File: config.mk
export PLATFORM = sky130hd
export DESIGN_NAME = edo_dram_ctrl
export DESIGN_NICKNAME = d
export VERILOG_FILES = /design/src/rtl/edo_pkg.sv /design/src/rtl/edo_cnt.sv /design/src/rtl/edo_page.sv /design/src/rtl/edo_dram_ctrl.sv
export SDC_FILE = /design/constraint.sdc
export NUM_CORES = 1
export LEC_CHECK = 0
export CELL_PAD_IN_SITES_DETAIL_PLACEMENT = 1
export CELL_PAD_IN_SITES_GLOBAL_PLACEMENT = 1
export CORE_MARGIN = 3
export CORE_UTILIZATION = 43
export CTS_CLUSTER_SIZE = 16
export DETAILED_ROUTE_END_ITERATION = 16
export PLACE_DENSITY_LB_ADDON = 0.1
export RECOVER_POWER = 50
export SKIP_LAST_GASP = 1
export SYNTH_ARGS = -nofsm -noshare
export SYNTH_HDL_FRONTEND = slang
export SYNTH_HIERARCHICAL = 1
export SYNTH_SLANG_ARGS = --single-unit
File: constraint.sdc
create_clock -name clk_i -period 7.9 [get_ports clk_i]
set_input_delay 1.58 -clock clk_i [delete_from_list [all_inputs] [get_ports clk_i]]
set_output_delay 1.58 -clock clk_i [all_outputs]
set_load 0.1 [all_outputs]
File: src/rtl/edo_pkg.sv
package edo_pkg;
  typedef enum logic [3:0] {
    ST_IDLE, ST_ROW, ST_RCD, ST_COL, ST_CAS, ST_CP, ST_OPEN, ST_PRE, ST_RFC, ST_RFR
  } st_e;
endpackage

File: src/rtl/edo_cnt.sv
module edo_cnt #(
  parameter int W = 5
) (
  input  logic         clk_i,
  input  logic         rst_ni,
  input  logic         load_i,
  input  logic [W-1:0] val_i,
  output logic         zero_o
);
  logic [W-1:0] cnt_q;

  always_ff @(posedge clk_i or negedge rst_ni) begin
    if (!rst_ni)           cnt_q <= '0;
    else if (load_i)       cnt_q <= val_i;
    else if (cnt_q != '0)  cnt_q <= cnt_q - 1'b1;
  end

  assign zero_o = (cnt_q == '0);
endmodule

File: src/rtl/edo_page.sv
module edo_page #(
  parameter int ROW_W   = 9,
  parameter int RAS_MIN = 15,
  parameter int LIMIT   = 248
) (
  input  logic             clk_i,
  input  logic             rst_ni,
  input  logic             open_i,
  input  logic [ROW_W-1:0] row_i,
  input  logic             close_i,
  output logic             open_o,
  output logic [ROW_W-1:0] row_o,
  output logic             min_ok_o,
  output logic             near_o
);
  localparam int SAT   = (LIMIT > RAS_MIN) ? LIMIT : RAS_MIN;
  localparam int AGE_W = $clog2(SAT + 1) + 1;

  logic             open_q;
  logic [ROW_W-1:0] row_q;
  logic [AGE_W-1:0] age_q;

  always_ff @(posedge clk_i or negedge rst_ni) begin
    if (!rst_ni) begin
      open_q <= 1'b0;
      row_q  <= '0;
      age_q  <= '0;
    end else if (open_i) begin
      open_q <= 1'b1;
      row_q  <= row_i;
      age_q  <= '0;
    end else if (close_i) begin
      open_q <= 1'b0;
    end else if (open_q && age_q < AGE_W'(SAT)) begin
      age_q <= age_q + 1'b1;
    end
  end

  assign open_o   = open_q;
  assign row_o    = row_q;
  assign min_ok_o = age_q >= AGE_W'(RAS_MIN - 1);
  assign near_o   = open_q && (age_q >= AGE_W'(LIMIT));
endmodule

File: src/rtl/edo_dram_ctrl.sv
module edo_dram_ctrl
  import edo_pkg::*;
#(
  parameter int ROW_W     = 9,
  parameter int COL_W     = 9,
  parameter int DW        = 16,
  parameter int T_RAH     = 3,
  parameter int T_RCD     = 5,
  parameter int T_CAS     = 3,
  parameter int T_CP      = 3,
  parameter int T_CAC     = 4,
  parameter int T_RAS_MIN = 15,
  parameter int T_RP      = 10,
  parameter int PAGE_MAX  = 256
) (
  input  logic                   clk_i,
  input  logic                   rst_ni,
  input  logic                   req_i,
  input  logic                   we_i,
  input  logic [ROW_W+COL_W-1:0] addr_i,
  input  logic [DW-1:0]          wdata_i,
  input  logic [1:0]             be_i,
  output logic                   ack_o,
  output logic [DW-1:0]          rdata_o,
  output logic                   rvalid_o,
  input  logic                   ref_req_i,
  output logic                   ref_gnt_o,
  output logic                   ras_no,
  output logic                   ucas_no,
  output logic                   lcas_no,
  output logic                   we_no,
  output logic                   oe_no,
  output logic [((ROW_W > COL_W) ? ROW_W : COL_W)-1:0] dram_a_o,
  output logic [DW-1:0]          dq_o,
  output logic                   dq_oe_o,
  input  logic [DW-1:0]          dq_i
);
  localparam int AW       = ROW_W + COL_W;
  localparam int AMW      = (ROW_W > COL_W) ? ROW_W : COL_W;
  localparam int COL_SPAN = 1 + T_CAS + T_CP;
  localparam int LIMIT    = PAGE_MAX - COL_SPAN - 1;
  localparam int TW       = $clog2(T_RP + T_RAS_MIN + T_RCD + 2);
  localparam int CW       = $clog2(T_CAC + 2) + 1;

  st_e state_q, state_d;

  logic          tmr_load, tmr_zero;
  logic [TW-1:0] tmr_val;
  logic          acc, pg_set, pg_close, pg_open, pg_min_ok, pg_near, gnt_d;
  logic [ROW_W-1:0] pg_row;

  logic             op_we_q, op_we_n;
  logic [1:0]       op_be_q, op_be_n;
  logic [ROW_W-1:0] op_row_q, op_row_n;
  logic [COL_W-1:0] op_col_q, op_col_n;
  logic [DW-1:0]    op_wd_q, op_wd_n;
  logic [CW-1:0]    cap_q;
  logic             hit;

  edo_cnt #(.W(TW)) u_tmr (
    .clk_i, .rst_ni, .load_i(tmr_load), .val_i(tmr_val), .zero_o(tmr_zero)
  );

  edo_page #(.ROW_W(ROW_W), .RAS_MIN(T_RAS_MIN), .LIMIT(LIMIT)) u_page (
    .clk_i, .rst_ni, .open_i(pg_set), .row_i(addr_i[AW-1:COL_W]), .close_i(pg_close),
    .open_o(pg_open), .row_o(pg_row), .min_ok_o(pg_min_ok), .near_o(pg_near)
  );

  assign hit = pg_open && (pg_row == addr_i[AW-1:COL_W]);

  always_comb begin
    state_d  = state_q;
    tmr_load = 1'b0;
    tmr_val  = '0;
    acc      = 1'b0;
    pg_set   = 1'b0;
    pg_close = 1'b0;
    gnt_d    = 1'b0;
    unique case (state_q)
      ST_IDLE: begin
        if (ref_req_i) begin
          state_d = ST_RFC; tmr_load = 1'b1; tmr_val = TW'(T_CP - 1); gnt_d = 1'b1;
        end else if (req_i) begin
          state_d = ST_ROW; tmr_load = 1'b1; tmr_val = TW'(T_RAH - 1);
          acc = 1'b1; pg_set = 1'b1;
        end
      end
      ST_ROW: if (tmr_zero) begin
        state_d = ST_RCD; tmr_load = 1'b1; tmr_val = TW'(T_RCD - T_RAH - 1);
      end
      ST_RCD, ST_COL: if (tmr_zero) begin
        state_d = ST_CAS; tmr_load = 1'b1; tmr_val = TW'(T_CAS - 1);
      end
      ST_CAS: if (tmr_zero) begin
        state_d = ST_CP; tmr_load = 1'b1; tmr_val = TW'(T_CP - 1);
      end
      ST_CP: if (tmr_zero) state_d = ST_OPEN;
      ST_OPEN: begin
        // refresh, age limit and row miss all close the page, once tRAS is met
        if (ref_req_i || pg_near || (req_i && !hit)) begin
          if (pg_min_ok) begin
            state_d = ST_PRE; tmr_load = 1'b1; tmr_val = TW'(T_RP - 1); pg_close = 1'b1;
          end
        end else if (req_i) begin
          state_d = ST_COL; acc = 1'b1;
        end
      end
      ST_PRE: if (tmr_zero) state_d = ST_IDLE;
      ST_RFC: if (tmr_zero) begin
        state_d = ST_RFR; tmr_load = 1'b1; tmr_val = TW'(T_RAS_MIN - 1);
      end
      ST_RFR: if (tmr_zero) begin
        state_d = ST_PRE; tmr_load = 1'b1; tmr_val = TW'(T_RP - 1);
      end
      default: state_d = ST_IDLE;
    endcase
  end

  always_comb begin
    op_we_n  = acc ? we_i                  : op_we_q;
    op_be_n  = acc ? be_i                  : op_be_q;
    op_row_n = acc ? addr_i[AW-1:COL_W]    : op_row_q;
    op_col_n = acc ? addr_i[COL_W-1:0]     : op_col_q;
    op_wd_n  = acc ? wdata_i               : op_wd_q;
  end

  // pins are registered from the next state so they switch cleanly on one edge
  always_ff @(posedge clk_i or negedge rst_ni) begin
    if (!rst_ni) begin
      state_q   <= ST_IDLE;
      op_we_q   <= 1'b0;
      op_be_q   <= '0;
      op_row_q  <= '0;
      op_col_q  <= '0;
      op_wd_q   <= '0;
      ack_o     <= 1'b0;
      ref_gnt_o <= 1'b0;
      ras_no    <= 1'b1;
      ucas_no   <= 1'b1;
      lcas_no   <= 1'b1;
      we_no     <= 1'b1;
      oe_no     <= 1'b1;
      dram_a_o  <= '0;
      dq_o      <= '0;
      dq_oe_o   <= 1'b0;
    end else begin
      state_q   <= state_d;
      op_we_q   <= op_we_n;
      op_be_q   <= op_be_n;
      op_row_q  <= op_row_n;
      op_col_q  <= op_col_n;
      op_wd_q   <= op_wd_n;
      ack_o     <= acc;
      ref_gnt_o <= gnt_d;
      ras_no    <= !(state_d inside {ST_ROW, ST_RCD, ST_COL, ST_CAS, ST_CP, ST_OPEN, ST_RFR});
      ucas_no   <= !((state_d == ST_CAS && op_be_n[1]) || state_d inside {ST_RFC, ST_RFR});
      lcas_no   <= !((state_d == ST_CAS && op_be_n[0]) || state_d inside {ST_RFC, ST_RFR});
      we_no     <= !(op_we_n && state_d inside {ST_RCD, ST_COL, ST_CAS});
      dq_oe_o   <= op_we_n && state_d inside {ST_RCD, ST_COL, ST_CAS};
      oe_no     <= !(!op_we_n && state_d inside {ST_CAS, ST_CP, ST_OPEN});
      dram_a_o  <= (state_d == ST_ROW) ? AMW'(op_row_n) : AMW'(op_col_n);
      dq_o      <= op_wd_n;
    end
  end

  // read capture T_CAC+1 edges after CAS fell
  always_ff @(posedge clk_i or negedge rst_ni) begin
    if (!rst_ni) begin
      cap_q    <= '0;
      rvalid_o <= 1'b0;
      rdata_o  <= '0;
    end else begin
      if (state_d == ST_CAS && state_q != ST_CAS && !op_we_n) cap_q <= CW'(T_CAC + 1);
      else if (cap_q != '0)                                   cap_q <= cap_q - 1'b1;
      rvalid_o <= (cap_q == CW'(1));
      if (cap_q == CW'(1)) rdata_o <= dq_i;
    end
  end

  assert_lanes_upper_R7: assert property (@(posedge clk_i) disable iff (!rst_ni)
    ($fell(ucas_no) && !lcas_no) |-> $fell(lcas_no));
  assert_lanes_lower_R7: assert property (@(posedge clk_i) disable iff (!rst_ni)
    ($fell(lcas_no) && !ucas_no) |-> $fell(ucas_no));
  assert_early_write_R6: assert property (@(posedge clk_i) disable iff (!rst_ni)
    (($fell(ucas_no) || $fell(lcas_no)) && !we_no) |-> (dq_oe_o && oe_no));
  assert_no_contention_R12: assert property (@(posedge clk_i) disable iff (!rst_ni)
    dq_oe_o |-> oe_no);
  assert_gnt_closed_R10: assert property (@(posedge clk_i) disable iff (!rst_ni)
    ref_gnt_o |-> ras_no);
  assert_ack_pulse_R11: assert property (@(posedge clk_i) disable iff (!rst_ni)
    ack_o |=> !ack_o);
endmodule

**Word-level counts from Yosys, hierarchy flattened**

Index checks and enable logic that the tools add are counted.
W data, S select, Z words.

- Register bits: 103
- Input bits: 57
- Output and inout port bits: 50
- Word-level logic and storage cells: 135

- $add $sub $neg: 3
- Magnitude comparators: 3
- Equality and inequality tests: 21
- Mux-type cells: 49
- Reduce and logical (&&, ||, !) cells: 37

Operator list:

| operator | count |
|---|---|
| $mux W4 | 18 |
| $mux W9 | 6 |
| $pmux W4 S9 | 1 |
| $eq A4 B3 Y1 const B | 7 |
| $pmux W4 S6 | 1 |
| $eq A4 B2 Y1 const B | 4 |
| $eq A4 B4 Y1 const B | 4 |
| $mux W1 | 15 |
| $eq A4 B1 Y1 const B | 3 |
| $logic_and A1 B1 Y1 | 10 |
| $mux W5 | 2 |
| $reduce_bool A2 Y1 | 5 |
| $add A9 B1 Y9 const B | 1 |
| $eq A9 B9 Y1 | 1 |
| $ge A9 B4 Y1 const B | 1 |
| $ge A9 B8 Y1 const B | 1 |
| $lt A9 B8 Y1 const B | 1 |
| $mux W2 | 4 |
| $logic_not A1 Y1 | 7 |
| $reduce_bool A7 Y1 | 1 |
| $reduce_bool A3 Y1 | 2 |
| $reduce_or A6 Y1 | 1 |
| $logic_not A5 Y1 | 1 |
| $reduce_bool A5 Y1 | 1 |
| 12 further kinds | 15 |

**Longest topological paths before layout**

Gate-level depths: netlist of run 1.

- Depth after elaboration: 11
- Depth in mapped cells: 14
- Mapped depth without buffers: 12

**Modules after synthesis**

Netlist of run 1, hierarchy kept.

Modules (own cells, without submodules):

| module | instances | cells an instance | area each (um^2) | seq. area each (um^2) |
|---|---|---|---|---|
| edo_dram_ctrl | 1 | 278 | 3621.0 | 1983.2 |
| edo_page | 1 | 79 | 915.9 | 475.5 |
| edo_cnt | 1 | 27 | 279.0 | 125.1 |

**Least setup slack after synthesis of run 1**

No wires, ideal clock.

- Kind: input to register
- From: input addr_i[9]
- To: register u_page.age_q[6]
- Library setup time: 0.133 ns
- Data arrival time: 3.259 ns
- Data required time: 7.767 ns
- Path slack: 4.507 ns
- Stages on the path: 10
- Path buffers: 1
- Cells stage by stage: xnor2_1 nand4_1 or3_1 nand4_1 inv_1 or3b_1 buf_6 nor3_2 mux2i_1 nor2_1

- Longest elaborated chain between the ends: 9

RTL lines:

| item | RTL line | RTL |
|---|---|---|
| start: declaration | edo_dram_ctrl.sv:20 | `input logic [ROW_W+COL_W-1:0] addr_i,` |
| $eq A9 B9 Y1 | edo_dram_ctrl.sv:69 | `assign hit = pg_open && (pg_row == addr_i[AW-1:COL_W]);` |
| $logic_and A1 B1 Y1 | edo_dram_ctrl.sv:69 |  |
| $logic_not A1 Y1 | edo_dram_ctrl.sv:100 | `if (ref_req_i \|\| pg_near \|\| (req_i && !hit)) begin` |
| $logic_and A1 B1 Y1 | edo_dram_ctrl.sv:100 |  |
| $logic_or A1 B1 Y1 | edo_dram_ctrl.sv:100 |  |
| $mux W1 | edo_dram_ctrl.sv:100 |  |
| $mux W1 | edo_dram_ctrl.sv:79 | `unique case (state_q)` |
| via pg_close | edo_dram_ctrl.sv:49 | `logic acc, pg_set, pg_close, pg_open, pg_min_ok, pg_near, gnt_d;` |
| $ne A2 B2 Y1 (no line) | -- |  |
| $reduce_and A2 Y1 (no line) | -- |  |
| end signal: assignment | edo_page.sv:35 | `age_q <= age_q + 1'b1;` |
| end: declaration | edo_page.sv:21 | `logic [AGE_W-1:0] age_q;` |

The timed path passes the listed nets, and every way through them passes these cells.
A chain may end at the register's enable or synchronous reset.

**Worst setup path after layout of run 1**

- From: register u_tmr.cnt_q[0]
- To: register dram_a_o[6] (netlist name)

- Longest elaborated chain between the ends: 5
- Elaborated cells on any way between the ends: 11
- Classes of those cells: eq/ne: 1; mux: 9; reduce/logical: 1

RTL lines:

| item | RTL line | RTL |
|---|---|---|
| start: declaration | edo_cnt.sv:10 | `logic [W-1:0] cnt_q;` |
| start signal: assignment | edo_cnt.sv:14 | `else if (load_i) cnt_q <= val_i;` |
| start signal: assignment | edo_cnt.sv:15 | `else if (cnt_q != '0) cnt_q <= cnt_q - 1'b1;` |
| $logic_not A5 Y1 (*) | edo_cnt.sv:18 | `assign zero_o = (cnt_q == '0);` |
| via tmr_zero | edo_dram_ctrl.sv:47 | `logic tmr_load, tmr_zero;` |
| $mux W4, or another cell as far along | edo_dram_ctrl.sv:112 | `ST_RFR: if (tmr_zero) begin` |
| $pmux W4 S9 (*) | edo_dram_ctrl.sv:79 |  |
| $eq A4 B1 Y1 (*) | edo_dram_ctrl.sv:161 | `dram_a_o <= (state_d == ST_ROW) ? AMW'(op_row_n) : AMW'(op_col_n);` |
| $mux W9 (*) | edo_dram_ctrl.sv:161 |  |
| end signal: assignment | edo_dram_ctrl.sv:161 |  |
| end: declaration | edo_dram_ctrl.sv:33 | `output logic [((ROW_W > COL_W) ? ROW_W : COL_W)-1:0] dram_a_o,` |

Mark *: on every way through the listed nets, which the timed path passes. The rest lies on a longest branch.

==> metrics.yaml, run 1 <==
final_layout:
  multi_input_area_um2: 2010
  instances_no_fill: 630
  num_antenna_cells: 0
  final_cell_mix: "clkdlybuf4s50_1 (104), dfrtp_1 (98), mux2_2 (53)"
  fillers: 1150
  area_growth_syn_to_layout_pct: 26.6
  layout.nets: 548
  final_common_cell: "clkdlybuf4s50_1"
  regArea_um2: 2580
  drive_gt1_share_pct: 18.6
status:
  violations: "capacitance limit, slew limit"
  outcome: "finished, violations left"
worst_setup_path:
  cp_max_fo: 14
  arrival_ns: 4.58
  r2r-start: "u_tmr/cnt_q[0]"
  crit_path_end_kind: "register"
  start_kind: "register"
  setup.reg_to_reg.worst_slack_ns: 3.57
  r2r-end: "dram_a_o[6]"
  crit_required_ns: 8.16
  reg2reg_depth: 10
  worst-setup-path-type: "register to register"
clock_network:
  cts_tree: "built"
  clock-sinks: 103
  cts-resized-gates: 0
  postCtsHoldBufs: 0
  postCtsSetupBuffers: 0
  clock_latency_ns: 0.39
  clk_pin_slew_ns: 0.10
  cts-root-buf: "clkbuf_8"
  cts_max_level: 3
  cts-buffers-inserted: 9
  cts_buffer_depth: 2
min_path:
  whs_path_depth: 1
  hold_path_end: "lcas_no"
  min_path_type: "register to register"
  hp-start: "op_be_q[0]"
logic_synthesis:
  yosys_most_used_dff: "dfrtp_1"
  synth-seq-cells: 103
  yosysUniqueCellTypes: 56
  synth_area_um2: 4820
  yosys.area_share.simple_pct: 9.53
  synth_compound_area_share_pct: 7.33
  yosys.area_share.xor_xnor_pct: 3.09
  synth.avg_cell_area_um2: 12.5
  yosys_warnings: 6
  syn-instance-count: 384
  synthArstFlopShare_pct: 100
  synth_fa_ha_area_share_pct: 1.56
  ys_seq_area_share_pct: 53.7
  syn_nets: 447
  synth_edf_count: 0
  synthMuxAreaShare_pct: 20.5
  synth_top_family_by_area: "multiplexers"
die:
  die_w_um: 112
  io_pins: 107
  start_util_pct: 44.2
  core-area_um2: 10900
  die_area_um2: 12500
  die_y_um: 112
  num_rows: 38
timing:
  worst_pin_slew_ns: 1.98
  totalNegativeSetupSlack_ns: 0
  slew_violations: 13
  clock_skew_ns: 0.0127
  finalCriticalPeriod_ns: 4.33
  slew_headroom_pct: -34.0
  hold_violations: 0
  fin_crit_sh_pct: 54.8
  setup_viol: 0
  rsz0062_at_grt: "no"
  fmax_mhz: 231
drt:
  drtIter0Drc: 124
  wl_mm: 10.8
  drt_first_pass_iters: 4
  avgViaCountPerCell: 5.15
  ant_nets: 0
  vias: 3245
  drc: 0
  routedWlPerCell_um: 17.2
place:
  routabilityCongestion: 0.795
  place_inst: 614
  io_buffers: 106
  dp_hpwl_mm: 7.85
grt:
  grt_usage_pct: 18.5
  grt_pass1_vias: 3691
  grt_pass1_wl_mm: 18.3
  antenna_found_initial: 0
  grt_max_degree: 86
  grt-ovfl-total: 0
run:
  cap_viol_max_count: 1
-- layer usage --
metal  wire, µm  track usage, %  share of wire, %
met5          0               0                 0
met3        703            8.04               6.5
met2       5450            30.8                50
met1       4530            21.8                42
met4        159            5.35               1.5
-- stage by stage --
stage	setup WS [ns]	hold WS [ns]	utilization [%]	area, µm²
2_1_floorplan	4.51	0.381	-	4820
4_1_cts	3.87	0.482	56.1	6110
3_5_place_dp	3.43	0.454	54.5	5930
3_3_place_gp	3.48	0.445	54.5	5930
5_1_grt	3.19	0.509	56.0	6090
6_report	3.57	0.479	56.0	6090
-- sequential cells by signal, summed over array words and instances, names as in the netlist --
name,cells
op_row_q,9
we_no,1
u_page/open_o,1
state_q,4
rdata_o,16
rvalid_o,1
lcas_no,1
u_page/row_o,9
op_col_q,9
oe_no,1
dram_a_o,9
u_tmr/cnt_q,5
op_we_q,1
ack_o,1
cap_q,4
dq_oe_o,1
ref_gnt_o,1
op_be_q,2
op_wd_q,16
ucas_no,1
ras_no,1
u_page/age_q,9
-- logic make-up (layout without fill, tap and decap cells) --
family / count (synthesis) / after routing
muxes: 91 / 91
other: 1 / 1
xor gates and xnor gates: 17 / 17
and+or+nand+nor: 83 / 83
buffers and inverters: 36 / 142
adders and majority gates: 6 / 6
DFF: 103 / 103
AOI/OAI and AO/OA: 47 / 47
-- worst max-delay path, cell delays in order, from the launching register on --
cell and delay (ns):
dfrtp_1 0.39, inv_1 0.11, ha_1 0.22, nor4b_1 1.56
nor2b_1 0.48, a22oi_1 0.15, o22a_1 0.26, nand4b_1 0.34
buf_4 0.35, mux2i_1 0.24, mux2i_1 0.09
-- area by class of cell --
cell class              instances  area share, %
clock inverters                 5          0.657
clock buffers                  11           2.32
multi-input cells             245           33.0
well taps                     140           2.87
inverters                      17           1.05
repair buffers                109           17.7
flip-flops and latches        103           42.4
-- worst max path at each step --
stage / start / end / slack, ns
floorplan: addr_i[9] / u_page/age_q[6] / 4.51
global placement: addr_i[14] / cap_q[2] / 3.48
detailed placement: addr_i[14] / cap_q[2] / 3.43
CTS: addr_i[14] / cap_q[2] / 3.87
global route: u_tmr/cnt_q[0] / dram_a_o[6] / 3.19
finish: u_tmr/cnt_q[0] / dram_a_o[6] / 3.57
-- synth_stat cells (all sizes together), types with 5 or more instances --
| library cell | instances | area share [%] |
|---|---|---|
| clkbuf | 6 | 0.49 |
| dfstp | 5 | 2.7 |
| nor2 | 18 | 1.4 |
| xnor2 | 17 | 3.1 |
| nand2 | 16 | 1.2 |
| inv | 17 | 1.3 |
| dfrtp | 98 | 51 |
| a211oi | 8 | 1.6 |
| o21ai | 10 | 1.4 |
| buf | 13 | 2.4 |
| mux2 | 62 | 14 |
| nor3 | 8 | 0.94 |
| mux2i | 29 | 6.0 |
| ha | 6 | 1.6 |
| nand3 | 6 | 0.62 |
| a21oi | 10 | 1.3 |
| nor2b | 7 | 0.96 |
Power of run 1 is left out: the tool's default activity adds up to more than one toggle a clock period on the data nets, which glitch-free logic cannot reach.
==> inputs of run 2 (changes only) <==
--- a/config.mk
+++ b/config.mk
@@ -8,7 +8,7 @@
 export CELL_PAD_IN_SITES_DETAIL_PLACEMENT = 1
 export CELL_PAD_IN_SITES_GLOBAL_PLACEMENT = 1
 export CORE_MARGIN = 3
-export CORE_UTILIZATION = 43
+export CORE_UTILIZATION = 40
 export CTS_CLUSTER_SIZE = 16
 export DETAILED_ROUTE_END_ITERATION = 16
 export PLACE_DENSITY_LB_ADDON = 0.1
==> constraint.sdc (replaced) <==
create_clock -name clk_i -period 4.05 [get_ports clk_i]
set_input_delay 0.81 -clock clk_i [delete_from_list [all_inputs] [get_ports clk_i]]
set_output_delay 0.81 -clock clk_i [all_outputs]
set_load 0.1 [all_outputs]
==> run 2 against run 1 <==
Net effect: the flow still finishes with violations (capacitance limit, slew limit); sequential share of layout area is 1.2 points lower; hold slack worse by 0.012 ns; clock skew is 0.0016 ns lower; non-clock buffer count is 3 higher; via count is 1.4% higher; core utilization is 1.9 points lower; final cell count is 0.95% higher; die area is 7.1% higher; global-route usage is 1.3 points lower; setup slack worse by 2.7 ns; final area is 3.0% higher; critical path type is now primary input to register; largest cell class unchanged; highest routed layer unchanged.
==> metrics.yaml, run 2 (synthesis gave the netlist of run 1 again) <==
final_layout:
  layout.nets: 551  # +0.55%
  final_cell_mix: "clkdlybuf4s50_1 (103), dfrtp_1 (98), mux2_2 (53)"
  fillers: 1196  # +4.0%
  num_antenna_cells: 0  # unchanged
  area_growth_syn_to_layout_pct: 30.4
  final_common_cell: "clkdlybuf4s50_1"
  drive_gt1_share_pct: 18.9  # +0.29 points
  largestRegisters: "op_wd_q (16), rdata_o (16)"
timing:
  fin_crit_sh_pct: 78.8
  finalCriticalPeriod_ns: 3.19
  totalNegativeSetupSlack_ns: 0  # unchanged
  clock_skew_ns: 0.0111  # -0.00160 ns
  fmax_mhz: 313
  rsz0062_at_grt: "no"
  slew_violations: 81  # +68
  worst_pin_slew_ns: 1.99  # +0.00382 ns
  hold_violations: 0  # unchanged
  setup_viol: 0  # unchanged
  slew_headroom_pct: -32.4  # +1.6 points
die:
  die_w_um: 116  # +3.5%
  die_y_um: 116  # +3.5%
  start_util_pct: 41.5  # -2.8 points
  io_pins: 107  # unchanged
  die_area_um2: 13400  # +7.1%
  core-area_um2: 11600  # +6.7%
  num_rows: 39  # +2.6%
drt:
  wl_mm: 10.9  # +0.57%
  dr_wl_met3_um: 687  # -2.3%
  routedWlPerCell_um: 17.1  # -0.38%
  drc: 0  # unchanged
  wl_met2_mm: 5.40  # -0.95%
  wl_met1_mm: 4.64  # +2.4%
  vias: 3290  # +1.4%
  drtIter0Drc: 157  # +27%
  top_layer_used: "met4"
  drt_first_pass_iters: 4  # unchanged
  avgViaCountPerCell: 5.17  # +0.43%
  ant_nets: 0  # unchanged
run:
  cap_viol_max_count: 1  # unchanged
worst_setup_path:
  start_kind: "primary input"
  crit_required_ns: 4.25  # -3.91 ns
  reg2reg_depth: 11  # +1
  crit_path_start: "addr_i[14]"
  r2r-start: "u_tmr/cnt_q[0]"
  crit_path_end_kind: "register"
  arrival_ns: 3.40  # -1.18 ns
  cp_max_fo: 6  # -8
  setup.reg_to_reg.worst_slack_ns: 0.92  # -2.65 ns
  worst-setup-path-type: "primary input to register"
  r2r-end: "dram_a_o[0]"
  crit_path_end: "u_page/age_q[6]"
clock_network:
  cts_max_level: 3  # unchanged
  clk_pin_slew_ns: 0.07  # -0.03 ns
  clock_latency_ns: 0.35  # -0.04 ns
  postCtsHoldBufs: 0  # unchanged
  cts-resized-gates: 0  # unchanged
  postCtsSetupBuffers: 0  # unchanged
  cts-buffers-inserted: 9  # unchanged
  cts-root-buf: "clkbuf_16"
  cts_tree: "built"
  cts_buffer_depth: 2  # unchanged
  clock-sinks: 103  # unchanged
place:
  dp_hpwl_mm: 7.91  # +0.69%
  routabilityCongestion: 0.774  # -2.6%
  io_buffers: 106  # unchanged
status:
  violations: "capacitance limit, slew limit"
  outcome: "finished, violations left"
grt:
  grt_max_degree: 81  # -5.8%
  grt-ovfl-total: 0  # unchanged
  grt_pass1_wl_mm: 17.9  # -2.4%
  antenna_found_initial: 0  # unchanged
  grt_usage_pct: 17.2  # -1.3 points
  grt_pass1_vias: 3619  # -2.0%
min_path:
  hp-start: "op_be_q[0]"
  min_path_type: "register to register"
[run 2: final cells by class]
cell class	instances	area [µm²]	share of cell area, %
clock buffers	10	239	3.81
clock inverters	6	97.6	1.55
inverters	17	63.8	1.02
multi-input cells	245	2010	32.1
flip-flops and latches	103	2580	41.2
well taps	143	179	2.85
repair buffers	112	1100	17.6
[run 2: metal layers]
metal / up-vias / GRT usage (%)
li1: 1555 / -
met1: 1662 / 20.9
met2: 61 / 28.0
met3: 12 / 7.31
met4: 0 / 5.34
met5: - / 0
[run 2: worst min path at each step]
stage / to / slack [ns] / depth (start not counted)
finish: lcas_no / 0.47 / 1
CTS: lcas_no / 0.46 / 1
detailed placement: lcas_no / 0.45 / 1
floorplan: lcas_no / 0.38 / 1
global placement: lcas_no / 0.44 / 1
global route: lcas_no / 0.49 / 1
[run 2: worst max-delay path, stage by stage]
cell and delay (ns):
dlygate4sd3_1 0.59, xnor2_1 0.19, nand4_1 0.17, or3_1 0.39, nand4_1 0.17, inv_1 0.07
or3b_1 0.51, nor3_2 0.23, mux2i_1 0.20, nor2_1 0.05
[run 2: through the flow]
stage          instance area [µm²]  setup WS, ns  hold slack (ns)  instances  utilization (%)
6_report                      6280         0.857            0.467        636             54.1
5_1_grt                       6280         0.602            0.490        636             54.1
4_1_cts                       6310         0.946            0.463        636             54.3
3_5_place_dp                  5970         0.559            0.448        620             51.4
3_3_place_gp                  5970         0.611            0.442        620             51.4
2_1_floorplan                 4820          1.33            0.381        384                -
Power of run 2 is left out for the same reason.
